### config.mk
export PLATFORM = sky130hd
export DESIGN_NAME = rtc_calendar
export DESIGN_NICKNAME = d
export VERILOG_FILES = /design/src/rtl/rtc_calendar.sv
export SDC_FILE = /design/constraint.sdc
export NUM_CORES = 1
export LEC_CHECK = 0
export ABC_CLOCK_PERIOD_IN_PS = 2980
export BUFFER_PORTS_ARGS = -buffer_cell sky130_fd_sc_hd__buf_2
export CORE_ASPECT_RATIO = 0.6
export CORE_UTILIZATION = 35
export CTS_CLUSTER_DIAMETER = 150
export DETAILED_ROUTE_END_ITERATION = 8
export PLACE_DENSITY = 0.6
export SYNTH_ARGS = -nofsm -noshare
export SYNTH_HDL_FRONTEND = slang
export SYNTH_SLANG_ARGS = --single-unit
export TNS_END_PERCENT = 50
### constraint.sdc
create_clock -name clk -period 2.98 [get_ports clk]
set_input_delay 0.447 -clock clk [delete_from_list [all_inputs] [get_ports clk]]
set_output_delay 0.447 -clock clk [all_outputs]
set_load 0.05 [all_outputs]
### src/rtl/rtc_calendar.sv
module rtc_calendar (
  input  logic       clk,
  input  logic       rst_n,
  input  logic       tick,
  input  logic [4:0] addr,
  input  logic       wr_en,
  input  logic [7:0] wdata,
  output logic [7:0] rdata,
  output logic       irq
);

  logic [7:0] tm   [7];
  logic [7:0] snap [7];
  logic [7:0] al   [6];
  logic [7:0] nx   [7];
  logic       run;
  logic [5:0] st;
  logic [3:0] ie;
  logic [6:0] ybin;
  logic [7:0] mlast;
  logic [4:0] aoff;
  logic       cs, cm, ch, cd, cmo, cy, hit;
  logic       wr_time, wr_alarm, wr_ctrl, wr_stat;
  logic [55:0] tbus;

  function automatic logic [7:0] bnext(input logic [7:0] v, input logic [7:0] last,
                                       input logic [7:0] first);
    if (v == last) return first;
    if (v[3:0] == 4'h9) return {v[7:4] + 4'h1, 4'h0};
    return v + 8'h01;
  endfunction

  assign aoff     = addr - 5'd7;
  assign wr_time  = wr_en && addr < 5'd7 && !run;
  assign wr_alarm = wr_en && addr >= 5'd7 && addr < 5'd13;
  assign wr_ctrl  = wr_en && addr == 5'd13;
  assign wr_stat  = wr_en && addr == 5'd14;
  assign tbus     = {tm[6], tm[5], tm[4], tm[3], tm[2], tm[1], tm[0]};
  assign ybin     = 7'(tm[5][7:4]) * 7'd10 + 7'(tm[5][3:0]);

  always_comb begin
    case (tm[4])
      8'h02:                      mlast = (ybin[1:0] == 2'b00) ? 8'h29 : 8'h28;
      8'h04, 8'h06, 8'h09, 8'h11: mlast = 8'h30;
      default:                    mlast = 8'h31;
    endcase
    cs  = tick && run;
    cm  = cs  && tm[0] == 8'h59;
    ch  = cm  && tm[1] == 8'h59;
    cd  = ch  && tm[2] == 8'h23;
    cmo = cd  && tm[3] == mlast;
    cy  = cmo && tm[4] == 8'h12;
    nx[0] = cs  ? bnext(tm[0], 8'h59, 8'h00) : tm[0];
    nx[1] = cm  ? bnext(tm[1], 8'h59, 8'h00) : tm[1];
    nx[2] = ch  ? bnext(tm[2], 8'h23, 8'h00) : tm[2];
    nx[3] = cd  ? bnext(tm[3], mlast, 8'h01) : tm[3];
    nx[4] = cmo ? bnext(tm[4], 8'h12, 8'h01) : tm[4];
    nx[5] = cy  ? bnext(tm[5], 8'h99, 8'h00) : tm[5];
    nx[6] = cd  ? bnext(tm[6], 8'h06, 8'h00) : tm[6];
    hit = cs && nx[0] == al[0] && nx[1] == al[1] && nx[2] == al[2] &&
          nx[3] == al[3] && nx[4] == al[4] && nx[5] == al[5];
  end

  always_ff @(posedge clk or negedge rst_n) begin
    if (!rst_n) begin
      for (int i = 0; i < 7; i++) begin
        tm[i]   <= (i == 3 || i == 4) ? 8'h01 : 8'h00;
        snap[i] <= (i == 3 || i == 4) ? 8'h01 : 8'h00;
      end
      for (int i = 0; i < 6; i++) al[i] <= 8'h00;
      run <= 1'b0;
      ie  <= 4'h0;
      st  <= 6'b100000;
    end else begin
      if (cs) begin
        for (int i = 0; i < 7; i++) tm[i] <= nx[i];
      end else if (wr_time) begin
        tm[addr[2:0]] <= wdata;
      end
      if (wr_alarm) al[aoff[2:0]] <= wdata;
      if (wr_ctrl) begin
        run <= wdata[0];
        if (wdata[6]) for (int i = 0; i < 7; i++) snap[i] <= tm[i];
      end
      if (wr_en && addr == 5'd15) ie <= wdata[3:0];
      st <= (st & ~(wr_stat ? wdata[7:2] : 6'b0)) | {1'b0, hit, cd, ch, cm, cs};
    end
  end

  always_comb begin
    rdata = 8'h00;
    if (addr < 5'd7)        rdata = snap[addr[2:0]];
    else if (addr < 5'd13)  rdata = al[aoff[2:0]];
    else if (addr == 5'd13) rdata = {7'b0, run};
    else if (addr == 5'd14) rdata = {st, run, 1'b0};
    else if (addr == 5'd15) rdata = {4'b0, ie};
  end

  assign irq = (ie[3] && st[4]) || (ie[2] && st[ie[1:0]]);

  p_frozen_r2: assert property (@(posedge clk) disable iff (!rst_n)
    (!run && !(wr_en && addr < 5'd7)) |=> $stable(tbus));

  p_write_ignored_r3: assert property (@(posedge clk) disable iff (!rst_n)
    (run && !tick) |=> $stable(tbus));

  p_sec_step_r5: assert property (@(posedge clk) disable iff (!rst_n)
    (tick && run && tm[0][3:0] != 4'h9) |=> tm[0] == $past(tm[0]) + 8'h01);

  p_sec_range_r5: assert property (@(posedge clk) disable iff (!rst_n)
    tm[0] <= 8'h59 && tm[0][3:0] <= 4'h9 && tm[1] <= 8'h59 && tm[2] <= 8'h23);

  p_alarm_sticky_r9: assert property (@(posedge clk) disable iff (!rst_n)
    (st[4] && !(wr_stat && wdata[6])) |=> st[4]);

  p_irq_alarm_r10: assert property (@(posedge clk) disable iff (!rst_n)
    (st[4] && ie[3]) |-> irq);

endmodule

# After elaboration in Yosys (flattened, before gate mapping)
# Index checks and enable logic that the tools add are counted.
# totals
output_inout_bits,9
register_bits,171
in_bits,17
wordCells,192
# op_classes
n_reduce_logical,30
n_lt_le_gt_ge,8
n_bitwise,5
n_eq_ne,29
add_sub_neg,16
mul,1
n_mux,80
# op_table
operator,count
$mux W8,45
$mux W56,2
$add A8 B1 Y8 const B,7
$bwmux W56,1
$eq A8 B8 Y1,7
$bmux W8 S3,2
$bwmux W48,1
$demux W8 S3,2
$add A4 B1 Y4 const B,7
$eq A4 B4 Y1 const B,7
$eq A8 B3 Y1 const B,3
$logic_and A1 B1 Y1,23
$mux W1,23
$eq A8 B5 Y1 const B,2
$eq A8 B7 Y1 const B,2
$eq A5 B4 Y1 const B,3
$pmux W5 S2,1
$eq A8 B2 Y1 const B,1
$eq A8 B4 Y1 const B,1
$eq A8 B6 Y1 const B,1
$eq A8 B8 Y1 const B,1
$ge A4 B4 Y1 const B,2
$lt A4 B1 Y1 const B,2
$not A3 Y4,2
20 further kinds,21

# Depth between registers and ports, before layout
# Gate-level depths: netlist (run 1).
# depth
ltp_word,16
depth_mapped,14

# Worst setup path after synthesis (run 1)
# OpenSTA, ideal clock, no wires.
# synth_path
path_kind,in2out
startpoint,in addr[0]
endpoint,out rdata[1]
stages,10
slack_ns,-0.391
n_path_buf,2
arrival_time_ns,2.924
path_cell_list,clkbuf_1 clkinv_1 ha_1 clkbuf_1 nand2_1 a21oi_1 a21oi_1 o21ai_0 a221oi_1 a21oi_1
# synth_between
elab_chain_len,7
elab_cells_between_ends,19
# synth_rtl
element,line,source
"start, declared",5,"input logic [4:0] addr,"
$sub A3 B3 Y3,33,assign aoff = addr - 5'd7;
$not A3 Y4 (not written as such),93,else if (addr < 5'd13) rdata = al[aoff[2:0]];
$bmux W8 S3,93,
$mux W8 (not written as such) (2 in series),93,
$mux W8,93,
$mux W8 (*),92,if (addr < 5'd7) rdata = snap[addr[2:0]];
"end, declared",8,"output logic [7:0] rdata,"
# Mark *: on every way between the ends. The rest lies on a longest branch, timed or not. The select of a mux whose other input is x is not followed.

# Worst setup path after layout (run 1)
# layout_path
startpoint,"reg tm, in the netlist tbus[23]"
endpoint,reg st[4]
# layout_between
elab_chain_len,11
elab_cells_between_ends,23
# layout_rtl
element,line,source
"start, declared",12,logic [7:0] tm [7];
"start signal, assigned by index",67,tm[i] <= (i == 3 || i == 4) ? 8'h01 : 8'h00;
"start signal, assigned by index",78,tm[addr[2:0]] <= wdata;
$add A4 B1 Y4,29,"if (v[3:0] == 4'h9) return {v[7:4] + 4'h1, 4'h0};"
$mux W8,29,
$mux W8,30,return v + 8'h01;
$mux W8,29,
$mux W8,55,"nx[2] = ch ? bnext(tm[2], 8'h23, 8'h00) : tm[2];"
$eq A8 B8 Y1,60,hit = cs && nx[0] == al[0] && nx[1] == al[1] && nx[2] == al[2] &&
$logic_and A1 B1 Y1 (2 in series),60,
$logic_and A1 B1 Y1,61,nx[3] == al[3] && nx[4] == al[4] && nx[5] == al[5];
$logic_and A1 B1 Y1 (*),61,
$or A6 B5 Y6 (*),86,"st <= (st & ~(wr_stat ? wdata[7:2] : 6'b0)) | {1'b0, hit, cd, ch, cm, cs};"
"end signal, assigned",86,
"end, declared",17,logic [5:0] st;
# Mark *: on every way between the ends. The rest lies on a longest branch, timed or not.
# A chain may end at the register's enable or synchronous reset.

==> results by group, run 1 <==
Synth
  – Yosys cell types: 80
  – Warnings, synthesis: 0
  – Async set-reset flop share out of synthesis: 100%
  – Area of the mapped netlist: 11500 um^2
  – EDFF count, synth: 0
  – Synthesized Nets: roughly 1400
  – Seq/Total Area, Yosys: roughly 37%
  – Main flop type after synthesis: dfrtp_1
  – Mapped Avg Cell Area: 8.78 um^2
  – Synthesis-stage register bit count: 171
  – Synth Instances: about 1300

Power
  – Peak supply drop: between 0.0005 and 0.0006 V
  – Part of the power in registers: approximately 32%
  – Clock share of power: a little over a fifth
  – Leak: 6.61 nW
  – Comb pwr share: between 40% and 50%
  – PwrDens: roughly 730 nW/um^2
  – Switching power total: ~4.6 mW
  – Net Sw Frac: about 42%
  – Int Pwr: between 6 and 7 mW
  – Post-layout power: approximately 11 mW

Drt
  – Top Layer Used: met5
  – Drt total wl: ~50 mm
  – # DRC: 0
  – Vias post-DR: between 10000 and 15000
  – DR WL met2: between 15 and 20 mm
  – Drt pass-1 iters: 6
  – Wire length on met1: approximately 23 mm
  – Drt wl/cell: 25.8 um
  – Via-per-instance ratio: 6.04
  – Post-route ant nets: 0
  – Initial DRC Count: about 1700
  – Metal3 WL: 8.02 mm

Layout
  – Nets: around 1600
  – Fillers: 2991
  – Layout cells sized above 1: 33.8%
  – Most common cell after layout, fill and taps aside: buf_4
  – Commonest non-fill, non-tap cells in the layout: 274 x buf_4, 166 x nand2_1, 165 x dfrtp_1, 93 x mux2_2, 89 x o21ai_0
  – P&R area growth vs syn: 31.9%

Timing
  – Final Setup Violations: 4
  – Setup total negative slack: -0.574 ns
  – Rel. slew slack: a little under a third
  – Max-slew violation count: 0
  – Final worst path period need: around 3.4 ns
  – Clk_skew: roughly 0.0086 ns
  – Period utilization: 115%
  – Max Clk Rate: ~290 MHz
  – Worst hold slack: between 0.3 and 0.4 ns
  – Least-Margin Pin Slew: 1.02 ns
  – Unrepaired setup endpoints after global routing: true
  – Final Hold Viols: 0
  – Final setup margin: -0.437 ns

CTS
  – Maximum clock insertion buffer count: 2
  – H-tree level count: 4
  – CTS root buf: clkbuf_16
  – Num CTS Buffers: 17
  – Worst-skew pair later-pin latency: 0.47 ns
  – Worst-path clk slew: about 0.070 ns
  – TritonCTS clock tree: built
  – Sink Count: approximately 170

Floorplan
  – Initial Util: about 36%
  – Die W: ~240 um
  – CORE AREA: around 32000 um^2
  – Row Count: 50
  – Die ar.: ~34000 um^2
  – I/O pin count: 26
  – DIE HEIGHT: 142 um

Worst hold path
  – Hold Crit Class: in2reg
  – HP Start: wdata[6]

GRT
  – First-pass GRT wire length: between 70 and 80 mm
  – Total Routing Usage GR: 30.7%
  – Vias in the first global route: approximately 11000
  – Initial antenna violation count: 0
  – Largest net degree at the start of global routing: between 60 and 70
  – Grt ovf: 0

Critical path
  – CP Class: reg2reg
  – Data required time of the worst path: 3.34 ns
  – Setup slack, reg-to-reg: -0.44 ns
  – FF-to-FF Start: tbus[23]
  – WP data arrival: 3.78 ns
  – CP startpoint: tbus[23]
  – Crit end category: flip-flop
  – CP max FO: 9
  – Startpoint Class: flip-flop

Run
  – MaxCap Viol Count: 0

Placement
  – Gpl congestion: 1.08
  – I/O Buffers: 25
  – Detailed Place HPWL: between 30 and 40 mm

Status
  – Violated checks: negative setup slack
  – Status: finished with violations
==> layer usage <==
layer	GRT usage (%)	up-vias
met5	5.77	-
met3	14.7	94
met1	45.0	5835
met4	8.02	2
met2	38.4	763
li1	-	5256
==> flip-flops by register name, summed over array words and instances (netlist names) <==
signal	count
st	6
run	1
snap	56
al	48
tbus	56
ie	4
==> path summary, 6_finish.rpt <==
| path | end | depth (start not counted) |
|---|---|---|
| max in group asynchronous | tbus[0] | 3 |
| min in group asynchronous | tbus[52] | 2 |
| worst min register to register | snap[49] | 2 |
| worst max register to register | st[4] | 12 |
| worst min-delay path | tbus[38] | 3 |
| worst max-delay path | st[4] | 12 |
==> area by class of cell <==
class                      instances  area [um^2]  share of cell area (%)
multi-input combinational       1014         7200                    47.6
sequential                       171         4290                    28.3
timing repair buffer             310         2400                    15.8
tap                              416          520                    3.44
clock buffer                      20          447                    2.95
clock inverter                    12          166                    1.10
inverter                          33          124                   0.818
antenna                            1         2.50                  0.0165
==> cell families (layout without fill, tap and decap cells) <==
logic type | count (synthesis) | in the layout | share of synthesized area (%)
AO/OA/AOI/OAI | 337 | 337 | 18.7
XOR/XNOR | 53 | 53 | 4.04
adder cells (fa/ha/maj) | 27 | 27 | 2.94
buffers and inverters | 123 | 375 | 4.27
flip-flops | 171 | 171 | 37.3
multiplexers | 127 | 127 | 12.7
other | 0 | 1 | 0
AND/OR/NAND/NOR | 470 | 470 | 20.0
==> power groups by stage <==
stage	logic (mW)	registers, mW	clock network (mW)
floorplan	2.47	3.30	0
finish	5.07	3.52	2.42
global placement	4.58	3.51	0
detailed placement	4.60	3.52	0
CTS	4.75	3.49	2.43
global route	5.35	3.57	2.52
==> stage by stage <==
| step | instances | util [%] | setup slack [ns] | cell area [um^2] |
|---|---|---|---|---|
| after floorplan | 1308 | - | -0.192 | 11600 |
| after global placement | 1930 | 43.9 | -0.430 | 13900 |
| after detailed placement | 1930 | 43.9 | -0.434 | 13900 |
| after CTS | 1968 | 46.9 | -0.304 | 14900 |
| after global routing | 1976 | 47.7 | -0.544 | 15100 |
| final | 1977 | 47.7 | -0.437 | 15100 |
==> repair_timing <==
item / 4_1_cts / 5_1_grt
setup buffers: 4 / 9
pin swaps: 12 / 23
endpoints found under the setup margin: 10 / 12
hold buffers: 1 / 0
cloned: 1 / 0
gates resized for setup: 50 / 54
endpoints found under the hold margin: 33 / 0
==> critical path: stages (launching register included) <==
cell       delay (ns)
dfrtp_1          0.39
or4_4            0.58
nor4_4           0.34
nand2_2          0.13
buf_4            0.17
a211o_1          0.26
buf_12           0.16
buf_4            0.16
a31oi_2          0.21
nand4_1          0.14
nor4_2           0.24
o2111ai_1        0.17
o41ai_2          0.35
==> synthesized netlist by cell type, types with 7 or more instances <==
cell	number	area, um^2
a211oi_1	13	97.6
a21oi_1	97	485
a221oi_1	11	96.3
a22oi_1	8	60.1
a31oi_1	22	138
and2_1	7	43.8
and3_1	23	144
and3b_1	7	61.3
clkbuf_1	75	282
dfrtp_1	166	4150
ha_1	27	338
inv_1	31	116
mux2_2	93	1050
mux2i_1	28	280
nand2_1	168	631
nand2b_1	17	106
nand3_1	44	220
nand3b_1	11	82.6
nand4_1	21	131
nor2_1	87	327
nor2b_1	10	62.6
nor3_1	34	170
nor4_1	10	62.6
o211ai_1	11	82.6
o21ai_0	93	465
o22ai_1	18	113
or3_1	7	43.8
xnor2_1	37	324
xor2_1	16	140
Power figures use the tool's default switching activity.
==> inputs of run 2 (changes only) <==
GPL_TIMING_DRIVEN = 0   (was not set)
HOLD_SLACK_MARGIN = 0.15   (was not set)
==> results by group, run 2 (synthesized netlist as in run 1, its figures left out) <==
CTS
  – Num CTS Buffers: 17
  – TritonCTS clock tree: built
  – Sink Count: 171
  – H-tree level count: 4
  – Worst-skew pair later-pin latency: between 0.4 and 0.5 ns
  – CTS root buf: clkbuf_16
  – Worst-path clk slew: ~0.08 ns
  – Maximum clock insertion buffer count: 2

Drt
  – Drt pass-1 iters: 6
  – Post-route ant nets: 0
  – # DRC: 0
  – Drt total wl: about 53 mm
  – Drt wl/cell: 29.0 um
  – Vias post-DR: 11717
  – Initial DRC Count: 1821
  – Via-per-instance ratio: approximately 6.4

GRT
  – Initial antenna violation count: 5
  – Vias in the first global route: 10590
  – Largest net degree at the start of global routing: 89
  – Total Routing Usage GR: 31.7%
  – Grt ovf: 0
  – First-pass GRT wire length: around 75 mm

Placement
  – Placed insts: between 1500 and 2000
  – Detailed Place HPWL: a little under 40 mm
  – Gpl congestion: around 1.0
  – I/O Buffers: 24

Critical path
  – CP max-delay cell: or4_4
  – Worst path bufs/invs: 2
  – Critical-path cell list: or4_4, o41ai_4, o21ai_2, buf_6, a211oi_4, buf_6, nand3_2, a22oi_2, xnor2_2, nor4_4, nand4_1, o41ai_2
  – CP Class: reg2reg
  – CP max FO: 4
  – Startpoint Class: flip-flop
  – Data required time of the worst path: 3.33 ns
  – CP delay by family, top: compound AO/OA/AOI/OAI gates
  – Crit end category: flip-flop
  – WP data arrival: approximately 4.2 ns
  – Most frequent CP cell: buf_6
  – CP startpoint: tbus[35]
  – FF-to-FF Start: tbus[35]
  – CP peak stage delay: 0.59 ns

Power
  – Leak: a little under 6 nW
  – Peak supply drop: ~0.00046 V
  – PwrDens: about 740 nW/um^2

Timing
  – Least-Margin Pin Slew: about 1.2 ns
  – Final setup margin: -0.825 ns
  – Clk_skew: 0.0153 ns
  – Unrepaired setup endpoints after global routing: true
  – Max-slew violation count: 0
  – Setup total negative slack: -1.58 ns
  – Final worst path period need: around 3.8 ns
  – Final Setup Violations: 8
  – Max Clk Rate: 263 MHz
  – Rel. slew slack: a little under a fifth
  – Final Hold Viols: 0
  – Period utilization: 128%

Floorplan
  – Die W: roughly 240 um
  – DIE HEIGHT: 142 um
  – Initial Util: between 30% and 40%
  – CORE AREA: ~32000 um^2
  – Row Count: 50
  – Die ar.: between 30000 and 40000 um^2
  – I/O pin count: 26

Status
  – Status: finished with violations
  – Violated checks: negative setup slack

Layout
  – Post-route insts no fill: about 1800
  – P&R area growth vs syn: 24.1%
  – Most common cell after layout, fill and taps aside: nand2_1
  – Commonest non-fill, non-tap cells in the layout: 161 x nand2_1, 152 x dfrtp_1, 93 x mux2_2, 84 x o21ai_0, 83 x a21oi_1
  – Nets: roughly 1400
  – Layout cells sized above 1: between 20% and 30%

Worst hold path
  – Hold Crit Class: in2reg
  – HP Start: wdata[6]

Run
  – MaxCap Viol Count: 0
run 2: cell types whose count changed in the layout (fill, tap and decap cells not counted), sizes merged:
cell      previous run  this run
clkinvlp             0         3
buf                308        98
diode                1         3
clkinv               9         5
inv                 33        37
bufinv               3         1
clkbuf              21        85
run 2: worst paths after layout:
kind | to | slack, ns | cells past startpoint
max | st[4] | -0.83 | 12
min | tbus[46] | 0.39 | 3
max reg2reg | st[4] | -0.83 | 12
min reg2reg | snap[49] | 0.48 | 2
max in group asynchronous | tbus[38] | 1.48 | 3
min in group asynchronous | snap[34] | 0.56 | 2
run 2: repair_timing:
action                                 in CTS  in global routing
gates cloned                                1                  0
pin swaps                                  29                 29
setup endpoints to repair                 100                 61
endpoints found under the hold margin      79                  0
gates resized for setup                   166                 88
buffers inserted                           36                 21
hold buffers                                1                  0
run 2: per-layer routing:
layer / track usage (%) / vias to the layer above / share of wire, %
li1: - / 4966 / -
met1: 46.7 / 5805 / 44
met2: 38.6 / 859 / 36
met3: 16.8 / 85 / 18
met4: 7.77 / 2 / 1.8
met5: 0 / - / 0.024
run 2: worst register-to-register path, delay by kind of cell (launching register included):
kind / cells / cell delay (ns)
compound gates: 5 / 1.55
simple gates: 4 / 1.24
flops: 1 / 0.43
buf+inv: 2 / 0.32
xor+xnor: 1 / 0.14
run 2: final cells by class:
type	count	area [um^2]
clock buffers	19	453
fillers	3096	17500
clock inverters	13	131
well taps	416	520
diodes	3	7.51
repair buffers	83	656
multi-input cells	1014	7590
inverters	33	146
plain buffers	82	447
flip-flops and latches	171	4300
run 2: stage by stage:
stage,power (mW),setup slack [ns],hold slack (ns),cell area [um^2],utilization (%)
finish,10.5,-0.825,0.388,14300,44.9
detailed placement,7.29,-1.51,0.469,12200,38.6
floorplan,5.77,-0.192,0.151,11600,-
CTS,9.95,-0.637,0.363,13700,43.3
global placement,7.24,-1.57,0.463,12200,38.4
global route,10.9,-0.826,0.369,14200,44.9
run 2: power by group:
| part | total (mW) | switching, mW | internal [mW] |
|---|---|---|---|
| logic | 4.35 | 2.65 | 1.70 |
| clock network | 2.33 | 1.11 | 1.22 |
| registers | 3.82 | 0.954 | 2.87 |
